File: src/rtl/frame_setup_pkg.sv
package frame_setup_pkg;

  typedef enum logic [2:0] {
    ST_OFF, ST_CHK, ST_LOAD, ST_RDY, ST_HDR, ST_EVAL, ST_HALT
  } seq_st_t;

  localparam int unsigned SKIP_LONG  = 32'h200;
  localparam int unsigned SKIP_SHORT = 32'h20;
  localparam int unsigned FIT_SLACK  = 2;

  // depth code (header word 0 bits 14:12) to bits per pixel, 0 = unsupported
  function automatic logic [4:0] depth_bits(input logic [2:0] code);
    case (code)
      3'd0:    return 5'd0;
      3'd1:    return 5'd2;
      3'd2:    return 5'd4;
      3'd3:    return 5'd8;
      default: return 5'd16;
    endcase
  endfunction

  function automatic logic [31:0] data_skip(input logic [2:0] code, input logic data_only);
    if (data_only)      return 32'd0;
    else if (code >= 3) return SKIP_LONG;
    else                return SKIP_SHORT;
  endfunction

  function automatic logic [31:0] line_stride(input logic [31:0] w, input logic [31:0] bpp);
    return (w * bpp) >> 3;
  endfunction

  function automatic logic [31:0] frame_bytes(input logic [31:0] w, input logic [31:0] h,
                                              input logic [31:0] bpp);
    return (w * h * bpp) >> 3;
  endfunction

endpackage

File: src/rtl/frame_setup_bufsel.sv
module frame_setup_bufsel #(
  parameter int ADDR_W = 24
) (
  input  logic              clk,
  input  logic              rst_n,
  input  logic              go_first,
  input  logic              go_idle,
  input  logic              flip,
  input  logic              dual,
  input  logic [ADDR_W-1:0] top0,
  input  logic [ADDR_W-1:0] bot0,
  input  logic [ADDR_W-1:0] top1,
  input  logic [ADDR_W-1:0] bot1,
  input  logic [3:0]        addr_ok,
  output logic              addr_bad,
  output logic              cur_buf,
  output logic              buf_idle,
  output logic [ADDR_W-1:0] cur_top,
  output logic [ADDR_W-1:0] cur_bot
);
  localparam int NBUF = 2;

  logic [ADDR_W-1:0] tops [NBUF];
  logic [ADDR_W-1:0] bots [NBUF];
  logic [NBUF-1:0]   pair_ok;
  logic [NBUF-1:0]   pair_used;

  assign tops[0] = top0;
  assign tops[1] = top1;
  assign bots[0] = bot0;
  assign bots[1] = bot1;

  for (genvar b = 0; b < NBUF; b++) begin : g_pair
    assign pair_ok[b]   = addr_ok[2*b] & addr_ok[2*b+1];
    assign pair_used[b] = (b == 0) ? 1'b1 : dual;
  end

  assign addr_bad = |(pair_used & ~pair_ok);
  assign cur_top  = tops[cur_buf];
  assign cur_bot  = bots[cur_buf];

  always_ff @(posedge clk or negedge rst_n) begin
    if (!rst_n) begin
      cur_buf  <= 1'b0;
      buf_idle <= 1'b1;
    end else if (go_idle) begin
      cur_buf  <= 1'b0;
      buf_idle <= 1'b1;
    end else if (go_first) begin
      cur_buf  <= 1'b0;
      buf_idle <= 1'b0;
    end else if (flip && dual) begin
      cur_buf  <= ~cur_buf;
    end
  end
endmodule

File: src/rtl/frame_setup_hdr_rd.sv
module frame_setup_hdr_rd #(
  parameter int ADDR_W    = 24,
  parameter int HDR_WORDS = 256
) (
  input  logic                         clk,
  input  logic                         rst_n,
  input  logic                         start,
  input  logic                         kill,
  input  logic [ADDR_W-1:0]            base,
  output logic                         mem_req,
  output logic [ADDR_W-1:0]            mem_addr,
  input  logic                         mem_ack,
  input  logic [15:0]                  mem_rdata,
  output logic                         pal_we,
  output logic [$clog2(HDR_WORDS)-1:0] pal_idx,
  output logic [15:0]                  pal_wdata,
  output logic                         done,
  output logic [15:0]                  word0
);
  localparam int IDX_W = $clog2(HDR_WORDS);
  localparam logic [IDX_W-1:0] LAST = IDX_W'(HDR_WORDS - 1);

  logic             busy;
  logic [IDX_W-1:0] cnt;
  logic             beat;

  assign mem_req   = busy;
  assign beat      = busy & mem_ack;
  assign pal_we    = beat;
  assign pal_idx   = cnt;
  assign pal_wdata = mem_rdata;

  always_ff @(posedge clk or negedge rst_n) begin
    if (!rst_n) begin
      busy     <= 1'b0;
      cnt      <= '0;
      mem_addr <= '0;
      done     <= 1'b0;
      word0    <= '0;
    end else begin
      done <= 1'b0;
      if (kill) begin
        busy <= 1'b0;
      end else if (start && !busy) begin
        busy     <= 1'b1;
        cnt      <= '0;
        mem_addr <= base;
      end else if (beat) begin
        if (cnt == '0) word0 <= mem_rdata;
        if (cnt == LAST) begin
          busy <= 1'b0;
          done <= 1'b1;
        end else begin
          cnt      <= cnt + 1'b1;
          mem_addr <= mem_addr + ADDR_W'(2);
        end
      end
    end
  end
endmodule

File: src/rtl/frame_setup_calc.sv
module frame_setup_calc
  import frame_setup_pkg::*;
#(
  parameter int ADDR_W = 24,
  parameter int LINE_W = 10
) (
  input  logic [15:0]         word0,
  input  logic                data_only,
  input  logic [LINE_W-1:0]   w_m1,
  input  logic [LINE_W-1:0]   h_m1,
  input  logic                sub_ovr,
  input  logic                sub_start,
  input  logic [LINE_W-1:0]   sub_val,
  input  logic [ADDR_W-1:0]   top,
  input  logic [ADDR_W-1:0]   bot,
  output logic [4:0]          bpp,
  output logic                zero_depth,
  output logic                fits,
  output logic [ADDR_W-1:0]   base,
  output logic [LINE_W+1:0]   stride,
  output logic [LINE_W:0]     lines,
  output logic [LINE_W-1:0]   first
);
  localparam int EW = ADDR_W + 2;

  logic [2:0]      code;
  logic [LINE_W:0] w_full, h_full;
  logic [31:0]     skip, need;
  logic [EW-1:0]   room;

  assign code       = word0[14:12];
  assign bpp        = depth_bits(code);
  assign zero_depth = (bpp == 5'd0);
  assign skip       = data_skip(code, data_only);
  assign w_full     = {1'b0, w_m1} + 1'b1;
  assign h_full     = {1'b0, h_m1} + 1'b1;
  assign need       = skip + frame_bytes(32'(w_full), 32'(h_full), 32'(bpp));
  assign room       = {2'b00, bot} - {2'b00, top} + EW'(FIT_SLACK);
  assign fits       = !room[EW-1] && (64'(need) <= 64'(room[EW-2:0]));
  assign base       = top + ADDR_W'(skip);
  assign stride     = (LINE_W+2)'(line_stride(32'(w_full), 32'(bpp)));
  assign lines      = (sub_ovr && !sub_start) ? {1'b0, sub_val} : h_full;
  assign first      = (sub_ovr && sub_start) ? sub_val : '0;
endmodule

File: src/rtl/frame_setup_seq.sv
module frame_setup_seq
  import frame_setup_pkg::*;
#(
  parameter int ADDR_W    = 24,
  parameter int LINE_W    = 10,
  parameter int HDR_WORDS = 256
) (
  input  logic                         clk,
  input  logic                         rst_n,
  input  logic                         cfg_enable,
  input  logic [1:0]                   cfg_hdr_mode,
  input  logic                         cfg_dual,
  input  logic [LINE_W-1:0]            cfg_width_m1,
  input  logic [LINE_W-1:0]            cfg_height_m1,
  input  logic                         cfg_sub_ovr,
  input  logic                         cfg_sub_start,
  input  logic [LINE_W-1:0]            cfg_sub_val,
  input  logic [1:0]                   cfg_irq_mask,
  input  logic [1:0]                   cfg_dma_ie,
  input  logic [ADDR_W-1:0]            buf0_top,
  input  logic [ADDR_W-1:0]            buf0_bot,
  input  logic [ADDR_W-1:0]            buf1_top,
  input  logic [ADDR_W-1:0]            buf1_bot,
  input  logic [3:0]                   addr_ok,
  input  logic                         frame_start,
  output logic                         mem_req,
  output logic [ADDR_W-1:0]            mem_addr,
  input  logic                         mem_ack,
  input  logic [15:0]                  mem_rdata,
  output logic                         pal_we,
  output logic [$clog2(HDR_WORDS)-1:0] pal_idx,
  output logic [15:0]                  pal_wdata,
  output logic                         fetch_valid,
  output logic [ADDR_W-1:0]            fetch_base,
  output logic [LINE_W+1:0]            fetch_stride,
  output logic [LINE_W:0]              fetch_lines,
  output logic [LINE_W-1:0]            fetch_first,
  output logic [4:0]                   fetch_bpp,
  output logic                         frame_abort,
  output logic [2:0]                   cond_set,
  output logic                         dma_irq,
  output logic                         enable_clr,
  output logic                         lcd_irq,
  output logic                         stat_sync_err,
  output logic                         stat_pal_done,
  output logic                         stat_frame_done,
  output logic                         cur_buf,
  output logic                         buf_idle
);
  seq_st_t           st;
  logic              en_q;
  logic              data_only;
  logic [15:0]       word0;
  logic              rd_start, rd_done;
  logic              addr_bad;
  logic [ADDR_W-1:0] cur_top, cur_bot;
  logic [4:0]        c_bpp;
  logic              c_zero, c_fits;
  logic [ADDR_W-1:0] c_base;
  logic [LINE_W+1:0] c_stride;
  logic [LINE_W:0]   c_lines;
  logic [LINE_W-1:0] c_first;

  // named internal events
  logic ev_enable_rise, ev_disable, ev_bad_addr, ev_eval, ev_good, ev_overrun, ev_abort;

  assign data_only      = (cfg_hdr_mode == 2'd2);
  assign ev_enable_rise = cfg_enable && (st == ST_OFF);
  assign ev_disable     = en_q && !cfg_enable;
  assign ev_bad_addr    = cfg_enable && (st == ST_CHK) && addr_bad;
  assign ev_eval        = cfg_enable && (st == ST_EVAL);
  assign ev_abort       = ev_eval && c_zero;
  assign ev_good        = ev_eval && !c_zero && c_fits;
  assign ev_overrun     = ev_eval && !c_zero && !c_fits;
  assign rd_start       = cfg_enable && !data_only &&
                          (((st == ST_CHK) && !addr_bad && !stat_pal_done) ||
                           ((st == ST_RDY) && frame_start));

  frame_setup_bufsel #(.ADDR_W(ADDR_W)) u_bufsel (
    .clk(clk), .rst_n(rst_n), .go_first(ev_enable_rise), .go_idle(ev_disable),
    .flip(ev_good), .dual(cfg_dual), .top0(buf0_top), .bot0(buf0_bot),
    .top1(buf1_top), .bot1(buf1_bot), .addr_ok(addr_ok), .addr_bad(addr_bad),
    .cur_buf(cur_buf), .buf_idle(buf_idle), .cur_top(cur_top), .cur_bot(cur_bot)
  );

  frame_setup_hdr_rd #(.ADDR_W(ADDR_W), .HDR_WORDS(HDR_WORDS)) u_rd (
    .clk(clk), .rst_n(rst_n), .start(rd_start), .kill(!cfg_enable), .base(cur_top),
    .mem_req(mem_req), .mem_addr(mem_addr), .mem_ack(mem_ack), .mem_rdata(mem_rdata),
    .pal_we(pal_we), .pal_idx(pal_idx), .pal_wdata(pal_wdata),
    .done(rd_done), .word0(word0)
  );

  frame_setup_calc #(.ADDR_W(ADDR_W), .LINE_W(LINE_W)) u_calc (
    .word0(word0), .data_only(data_only), .w_m1(cfg_width_m1), .h_m1(cfg_height_m1),
    .sub_ovr(cfg_sub_ovr), .sub_start(cfg_sub_start), .sub_val(cfg_sub_val),
    .top(cur_top), .bot(cur_bot), .bpp(c_bpp), .zero_depth(c_zero), .fits(c_fits),
    .base(c_base), .stride(c_stride), .lines(c_lines), .first(c_first)
  );

  assign lcd_irq = (stat_frame_done & cfg_irq_mask[0]) |
                   (stat_pal_done & cfg_irq_mask[1]) | stat_sync_err;

  always_ff @(posedge clk or negedge rst_n) begin
    if (!rst_n) begin
      st              <= ST_OFF;
      en_q            <= 1'b0;
      fetch_valid     <= 1'b0;
      fetch_base      <= '0;
      fetch_stride    <= '0;
      fetch_lines     <= '0;
      fetch_first     <= '0;
      fetch_bpp       <= '0;
      frame_abort     <= 1'b0;
      cond_set        <= '0;
      dma_irq         <= 1'b0;
      enable_clr      <= 1'b0;
      stat_sync_err   <= 1'b0;
      stat_pal_done   <= 1'b0;
      stat_frame_done <= 1'b0;
    end else begin
      en_q        <= cfg_enable;
      fetch_valid <= 1'b0;
      frame_abort <= 1'b0;
      cond_set    <= '0;
      dma_irq     <= 1'b0;
      enable_clr  <= 1'b0;
      if (!cfg_enable) begin
        st <= ST_OFF;
        if (ev_disable) begin
          stat_sync_err <= 1'b0;
          if (cfg_hdr_mode != 2'd1) stat_frame_done <= 1'b1;
        end
      end else begin
        case (st)
          ST_OFF: begin
            st              <= ST_CHK;
            stat_pal_done   <= 1'b0;
            stat_frame_done <= 1'b0;
          end
          ST_CHK: begin
            if (ev_bad_addr) begin
              cond_set[2] <= 1'b1;
              dma_irq     <= cfg_dma_ie[1];
              enable_clr  <= 1'b1;
              st          <= ST_HALT;
            end else if (rd_start) st <= ST_LOAD;
            else                   st <= ST_RDY;
          end
          ST_LOAD: if (rd_done) begin
            stat_pal_done <= 1'b1;
            st            <= ST_RDY;
          end
          ST_RDY: if (frame_start) st <= data_only ? ST_EVAL : ST_HDR;
          ST_HDR: if (rd_done) st <= ST_EVAL;
          ST_EVAL: begin
            st <= ST_RDY;
            if (ev_abort) frame_abort <= 1'b1;
            else if (ev_overrun) begin
              stat_sync_err <= 1'b1;
              enable_clr    <= 1'b1;
              st            <= ST_HALT;
            end else begin
              fetch_valid       <= 1'b1;
              fetch_base        <= c_base;
              fetch_stride      <= c_stride;
              fetch_lines       <= c_lines;
              fetch_first       <= c_first;
              fetch_bpp         <= c_bpp;
              cond_set[cur_buf] <= 1'b1;
              dma_irq           <= cfg_dma_ie[0];
            end
          end
          default: st <= ST_HALT;
        endcase
      end
    end
  end
endmodule

File: config.mk
export PLATFORM = sky130hd
export DESIGN_NAME = frame_setup_seq
export DESIGN_NICKNAME = d
export VERILOG_FILES = /design/src/rtl/frame_setup_pkg.sv /design/src/rtl/frame_setup_bufsel.sv /design/src/rtl/frame_setup_hdr_rd.sv /design/src/rtl/frame_setup_calc.sv /design/src/rtl/frame_setup_seq.sv
export SDC_FILE = /design/constraint.sdc
export NUM_CORES = 1
export LEC_CHECK = 0
export ABC_AREA = 1
export BUFFER_PORTS_ARGS = -buffer_cell sky130_fd_sc_hd__buf_2
export CAP_MARGIN = 20
export CORE_UTILIZATION = 40
export DETAILED_ROUTE_END_ITERATION = 10
export PLACE_DENSITY = 0.62
export SKIP_CTS_REPAIR_TIMING = 1
export SYNTH_ARGS = -nofsm -noshare
export SYNTH_HDL_FRONTEND = slang
export SYNTH_SLANG_ARGS = --single-unit
File: constraint.sdc
create_clock -name clk -period 14.6 [get_ports clk]
set_clock_uncertainty 0.2 [all_clocks]
set_input_delay 0.73 -clock clk [delete_from_list [all_inputs] [get_ports clk]]
set_output_delay 0.73 -clock clk [all_outputs]
set_load 0.05 [all_outputs]
Word-level counts from Yosys, hierarchy flattened
Index checks and enable logic that the tools add are counted.
- flip-flop bits (word level): 127
- output and inout port bits: 125
- word-level logic and storage cells: 198
- $add $sub $neg: 8
- multiply operators: 3
- order comparisons: 5
- equality and inequality tests: 22
- mux-type cells: 75
- bitwise gates (word level): 14
- reductions and logical operators: 49
- operators with widths (operator ; count):
    $mux 24 ; 9
    $mux 1 ; 41
    $add 32x24->32 ; 1
    $le 32x25->1 ; 1
    $mux 32 ; 1
    $mul 22x5->27 ; 1
    $add 26x2->26 const B ; 1
    $sub 24x24->25 ; 1
    $add 24x2->24 const B ; 1
    $add 24x24->24 ; 1
    $mux 3 ; 8
    $mux 8 ; 3
    $add 10x1->11 const B ; 2
    $mul 11x11->22 ; 1
    $logic_and 1x1->1 ; 20
    $mux 10 ; 2
    $pmux 5 s4 ; 1
    $pmux 3 s6 ; 1
    $mul 11x5->15 ; 1
    $eq 3x2->1 const B ; 4
    $ne 2x1->1 const B ; 6
    $reduce_and 3->1 ; 4
    $reduce_and 4->1 ; 3
    $mux 11 ; 1
    other kinds (31) ; 61

Depth between registers and ports, before layout
- word-level depth: 14
- mapped depth: 61
- gate-level depth less buffers: 61

Cells and area by module
Synthesis repeated with hierarchy kept, for this count alone.
- cell total of the unflattened synthesis: 3039
- area, all modules: 20114.3 sq um
- modules (own cells, without submodules) (module ; times used ; cells an instance ; area each (sq um)):
    frame_setup_calc ; 1 ; 2072 ; 13042.5
    frame_setup_hdr_rd ; 1 ; 439 ; 3140.5
    frame_setup_seq ; 1 ; 360 ; 3120.5
    frame_setup_bufsel ; 1 ; 168 ; 810.8

Worst setup path after synthesis
No wires, ideal clock.
- path kind: in2reg
- start: input cfg_height_m1[0]
- end: register fetch_first[0]
- setup time: 130 ps
- data arrival time: 10803 ps
- required time: 14270 ps
- path slack: 3466 ps
- stages on the path: 56
- path buffers: 4
- path through: clkbuf_1 > nand3_1 > nor2_1 > nand4_1 > nor2_1 > xor2_1 > clkbuf_1 > inv_1 > nand2_1 > fa_1 > fa_1 > inv_1 > fa_1 > fa_1 > inv_1 > fa_1 > inv_1 > ha_1 > [... 20 more ...] > nor2_1 > nand4_1 > nand2_1 > nand2_1 > nand2_1 > inv_1 > ha_1 > nand2_1 > inv_1 > nand3_1 > nor4_1 > nand4_1 > nand2_1 > nand3_4 > buf_6 > buf_6 > nand2_1 > o21ai_1
- cells in the longest elaborated chain, start to end: 10
- RTL lines (element ; line ; source):
    start: declaration ; frame_setup_seq.sv:14 ; input logic [LINE_W-1:0] cfg_height_m1,
    $add 10x1->11 ; frame_setup_calc.sv:36 ; assign h_full = {1'b0, h_m1} + 1'b1;
    $mul 11x11->22 ; frame_setup_pkg.sv:34 ; return (w * h * bpp) >> 3;
    $mul 22x5->27 ; frame_setup_pkg.sv:34 ;
    $add 32x24->32 ; frame_setup_calc.sv:37 ; assign need = skip + frame_bytes(32'(w_full), 32'(h_full), 32'(bpp));
    $le 32x25->1 ; frame_setup_calc.sv:39 ; assign fits = !room[EW-1] && (64'(need) <= 64'(room[EW-2:0]));
    $logic_and 1x1->1 ; frame_setup_calc.sv:39 ;
    $logic_not 1->1 ; frame_setup_seq.sv:74 ; assign ev_overrun = ev_eval && !c_zero && !c_fits;
    $logic_and 1x1->1 ; frame_setup_seq.sv:74 ;
    $not 1->1 (no line) ; -- ;
    $reduce_and 4->1 (no line) ; -- ;
    end signal: assignment ; frame_setup_seq.sv:167 ; fetch_first <= c_first;
    end: declaration ; frame_setup_seq.sv:37 ; output logic [LINE_W-1:0] fetch_first,
No other way between the ends.
A chain may end at the register's enable or synchronous reset.

Worst setup path after layout
- start: input cfg_width_m1[0]
- end: register fetch_lines[4]
- cells in the longest elaborated chain, start to end: 10
- RTL lines (element ; line ; source):
    start: declaration ; frame_setup_seq.sv:13 ; input logic [LINE_W-1:0] cfg_width_m1,
    $add 10x1->11 ; frame_setup_calc.sv:35 ; assign w_full = {1'b0, w_m1} + 1'b1;
    $mul 11x11->22 ; frame_setup_pkg.sv:34 ;
    $mul 22x5->27 ; frame_setup_pkg.sv:34 ;
    $add 32x24->32 ; frame_setup_calc.sv:37 ;
    $le 32x25->1 ; frame_setup_calc.sv:39 ;
    $logic_and 1x1->1 ; frame_setup_calc.sv:39 ;
    $logic_not 1->1 ; frame_setup_seq.sv:74 ;
    $logic_and 1x1->1 ; frame_setup_seq.sv:74 ;
    $not 1->1 (no line) ; -- ;
    $reduce_and 4->1 (no line) ; -- ;
    end signal: assignment ; frame_setup_seq.sv:166 ; fetch_lines <= c_lines;
    end: declaration ; frame_setup_seq.sv:36 ; output logic [LINE_W:0] fetch_lines,
No other way between the ends.

==> run metrics <==
1st-pass router iterations=5; Slew Viols, Final=0; Largest stage delay, worst path=0.54 ns; CP startpoint=cfg_width_m1[0]; Setup TNS=0 ns; Post-synth EDFFs=0; Port Buffers=between 200 and 300; post-route cell area=0.0203 sq mm; clock root buffer=clkbuf_16; P_leak=approximately 11 nW; CTS tree=yes; FILL cells=roughly 4600; DP HPWL=44000 microns; vias per std cell=~5.1; initial antenna violation count=0; drt wl/cell=roughly 15 microns; Yosys warnings=0; Max Root-Sink Buffers=2; Syn Area/Cell=between 7 and 8 sq um; grt total ovfl=0; reg-to-reg endpoint=fetch_lines[4]; highest-count cells in the layout ignoring fill and taps=674 x nand2_1, 405 x inv_1, 288 x nor2_1; Tmin final=12.66 ns; first-pass GRT wire length=85300 microns; starting density of the core=0.405; R2R Setup Slk=6.37 ns; Tot Pwr=0.00226 W; Worst R2R Path Depth=38; ANT cells=0; row count=77; synthesis-to-layout area growth=13.5%; Startpoint Class=primary input; commonest non-fill, non-tap cell in the layout=nand2_1; critical path class=primary input to flip-flop; crit end category=flip-flop; clk_lat worst skew=roughly 0.41 ns; via count=17093; register area share after synthesis=0.160; Synth async-reset ratio=1.00; Main synth FF type=dfrtp_1; Core ar.=0.0441 sq mm; IO Pins=between 200 and 300; Die Span X=213 microns; Max-Cap Viols=0; RePlAce Congestion=0.954; via count of the first global-routing pass=16504; Die Y=213 microns; nets@finish=approximately 3300; CP dominant cell by count=nand2_1; slowest CP cell=fa_1; Mapped Area=roughly 0.018 sq mm; Slew headroom=0.191; final hold violations=0; Worst Tran Pin Value=roughly 1.2 ns; Post-route DRC=0; peak supply drop=120 uV; final antenna-violating net count=0; status=completed; Worst Path Required=14.73 ns; Max Freq=79.0 MHz; Final Util=0.460; dpl cells=about 3300; CP max FO=113; WP data arrival=12.79 ns; die outline area=0.0455 sq mm; clock buffer count from CTS=17; Pwr Density=112 mW/mm^2; Total Routed Length=52300 microns; register bit total from synthesis=114; Synth cell types=57; RSZ-0062 raised after global routing=false; final worst path period share=0.867; Total Routing Usage GR=0.234; R2R Path Start=u_rd.word0[12]; H-tree level count=4; Mapped Cells=2535; Placement Cell Area=0.0197 sq mm; 1st-iter DRT viols=1384; share of layout cells above drive strength 1=0.142; Hold Crit Class=primary input to asynchronous set/reset pin; final number of setup-violating endpoints=0; critical path capture point=fetch_lines[4]; Post-Layout Cell Count=3374; CTS clk-pin slew, worst paths=0.06 ns; clock sink count=114; pin count of the biggest net entering global routing=114
[worst max-delay path, delay by kind of cell]
kind                       cells  cell delay [ns]
AOI/OAI and AO/OA              5             1.00
adders and majority gates     12             5.04
xor gates and xnor gates       2             0.63
buffers and inverters         11             1.45
and+or+nand+nor               28             3.80
[cell usage after synthesis (4+ instances only)]
cell type  count  area [sq um]
o21ai_0       61           305
buf_6          8          90.1
mux2i_1       15           150
o21bai_1       6          45.0
nor3_1        28           140
a21oi_1       87           435
nor2_2        10          62.6
o211ai_1       4          30.0
o221ai_1      17           149
clkbuf_1      30           113
nand4_1       37           231
dfrtp_1      113          2830
buf_2          5          25.0
o21ai_2       11          96.3
o21ai_1       46           230
nand3_1       89           445
nor4_1         8          50.1
xor2_1        82           718
a22oi_1        4          30.0
inv_1        405          1520
fa_1         140          2800
a21boi_0       5          37.5
and2_1         5          31.3
nand2_2       22           138
nand3b_1      12          90.1
buf_4         18           135
inv_2          7          26.3
nor2_1       288          1080
or2_2         17           106
o31ai_1        5          37.5
xnor2_1       33           289
ha_1         196          2450
clkinv_1       8          30.0
nand2_1      674          2530
[where the power goes]
| group | total, W | switching [W] | internal [W] |
|---|---|---|---|
| registers | 0.000424 | 0.0000569 | 0.000367 |
| logic | 0.00143 | 0.000961 | 0.000467 |
| clock network | 0.000411 | 0.000158 | 0.000253 |
| total | 0.00226 | 0.00118 | 0.00109 |
[worst min path at each step]
stage | from | to | slack (ns) | cells past startpoint
6_report | rst_n | u_rd.mem_addr[18] | 0.15 | 1
5_1_grt | rst_n | u_rd.mem_addr[21] | 0.21 | 1
4_1_cts | rst_n | u_rd.mem_addr[18] | 0.16 | 1
3_5_place_dp | fetch_base[20] | fetch_base[20] | 0.27 | 2
3_3_place_gp | fetch_base[6] | fetch_base[6] | 0.26 | 2
2_1_floorplan | rst_n | cond_set[0] | 0.23 | 0
[cell families (layout without fill, tap and decap cells)]
family / Yosys count / after routing / synth area share
xor+xnor: 118 / 118 / 0.0591
mux: 18 / 18 / 0.0103
other cells: 1 / 3 / 0.000210
buf+inv: 482 / 727 / 0.109
fa+ha+maj: 336 / 336 / 0.294
simple gates: 1198 / 1198 / 0.280
flops: 114 / 114 / 0.160
compound gates: 268 / 268 / 0.0881
[final cells by class]
| type | instances | area (sq um) | area share |
|---|---|---|---|
| multi-input combinational | 1941 | 13100 | 0.645 |
| sequential | 114 | 2860 | 0.141 |
| inverter | 420 | 1580 | 0.0777 |
| timing repair buffer | 275 | 1440 | 0.0708 |
| tap | 592 | 741 | 0.0365 |
| clock buffer | 17 | 425 | 0.0210 |
| clock inverter | 15 | 159 | 0.00784 |
[stage by stage]
stage / hold WS (ns) / setup slack [ns]
floorplan: 0.234 / 3.47
global placement: 0.259 / 1.68
global route: 0.208 / 0.798
finish: 0.152 / 1.94
CTS: 0.164 / 1.82
detailed placement: 0.266 / 1.45
[layer usage]
layer  track usage  wire length, microns  up-vias  part of all wire
met5             0                     0        -                 0
met4        0.0453                   590        0             0.011
met3        0.0283                  3350       40             0.064
met2         0.377                 23700      499              0.45
met1         0.337                 24600     8119              0.47
li1              -                     -     8435                 -
[sequential cells by signal, indices dropped and copies added (netlist names), 3 cells and up]
register / cells
u_rd.word0: 3
st: 3
fetch_first: 10
u_rd.pal_idx: 8
u_rd.mem_addr: 24
fetch_lines: 11
fetch_stride: 12
fetch_bpp: 4
cond_set: 3
fetch_base: 24
No activity file was read; power rests on OpenSTA's default activity.
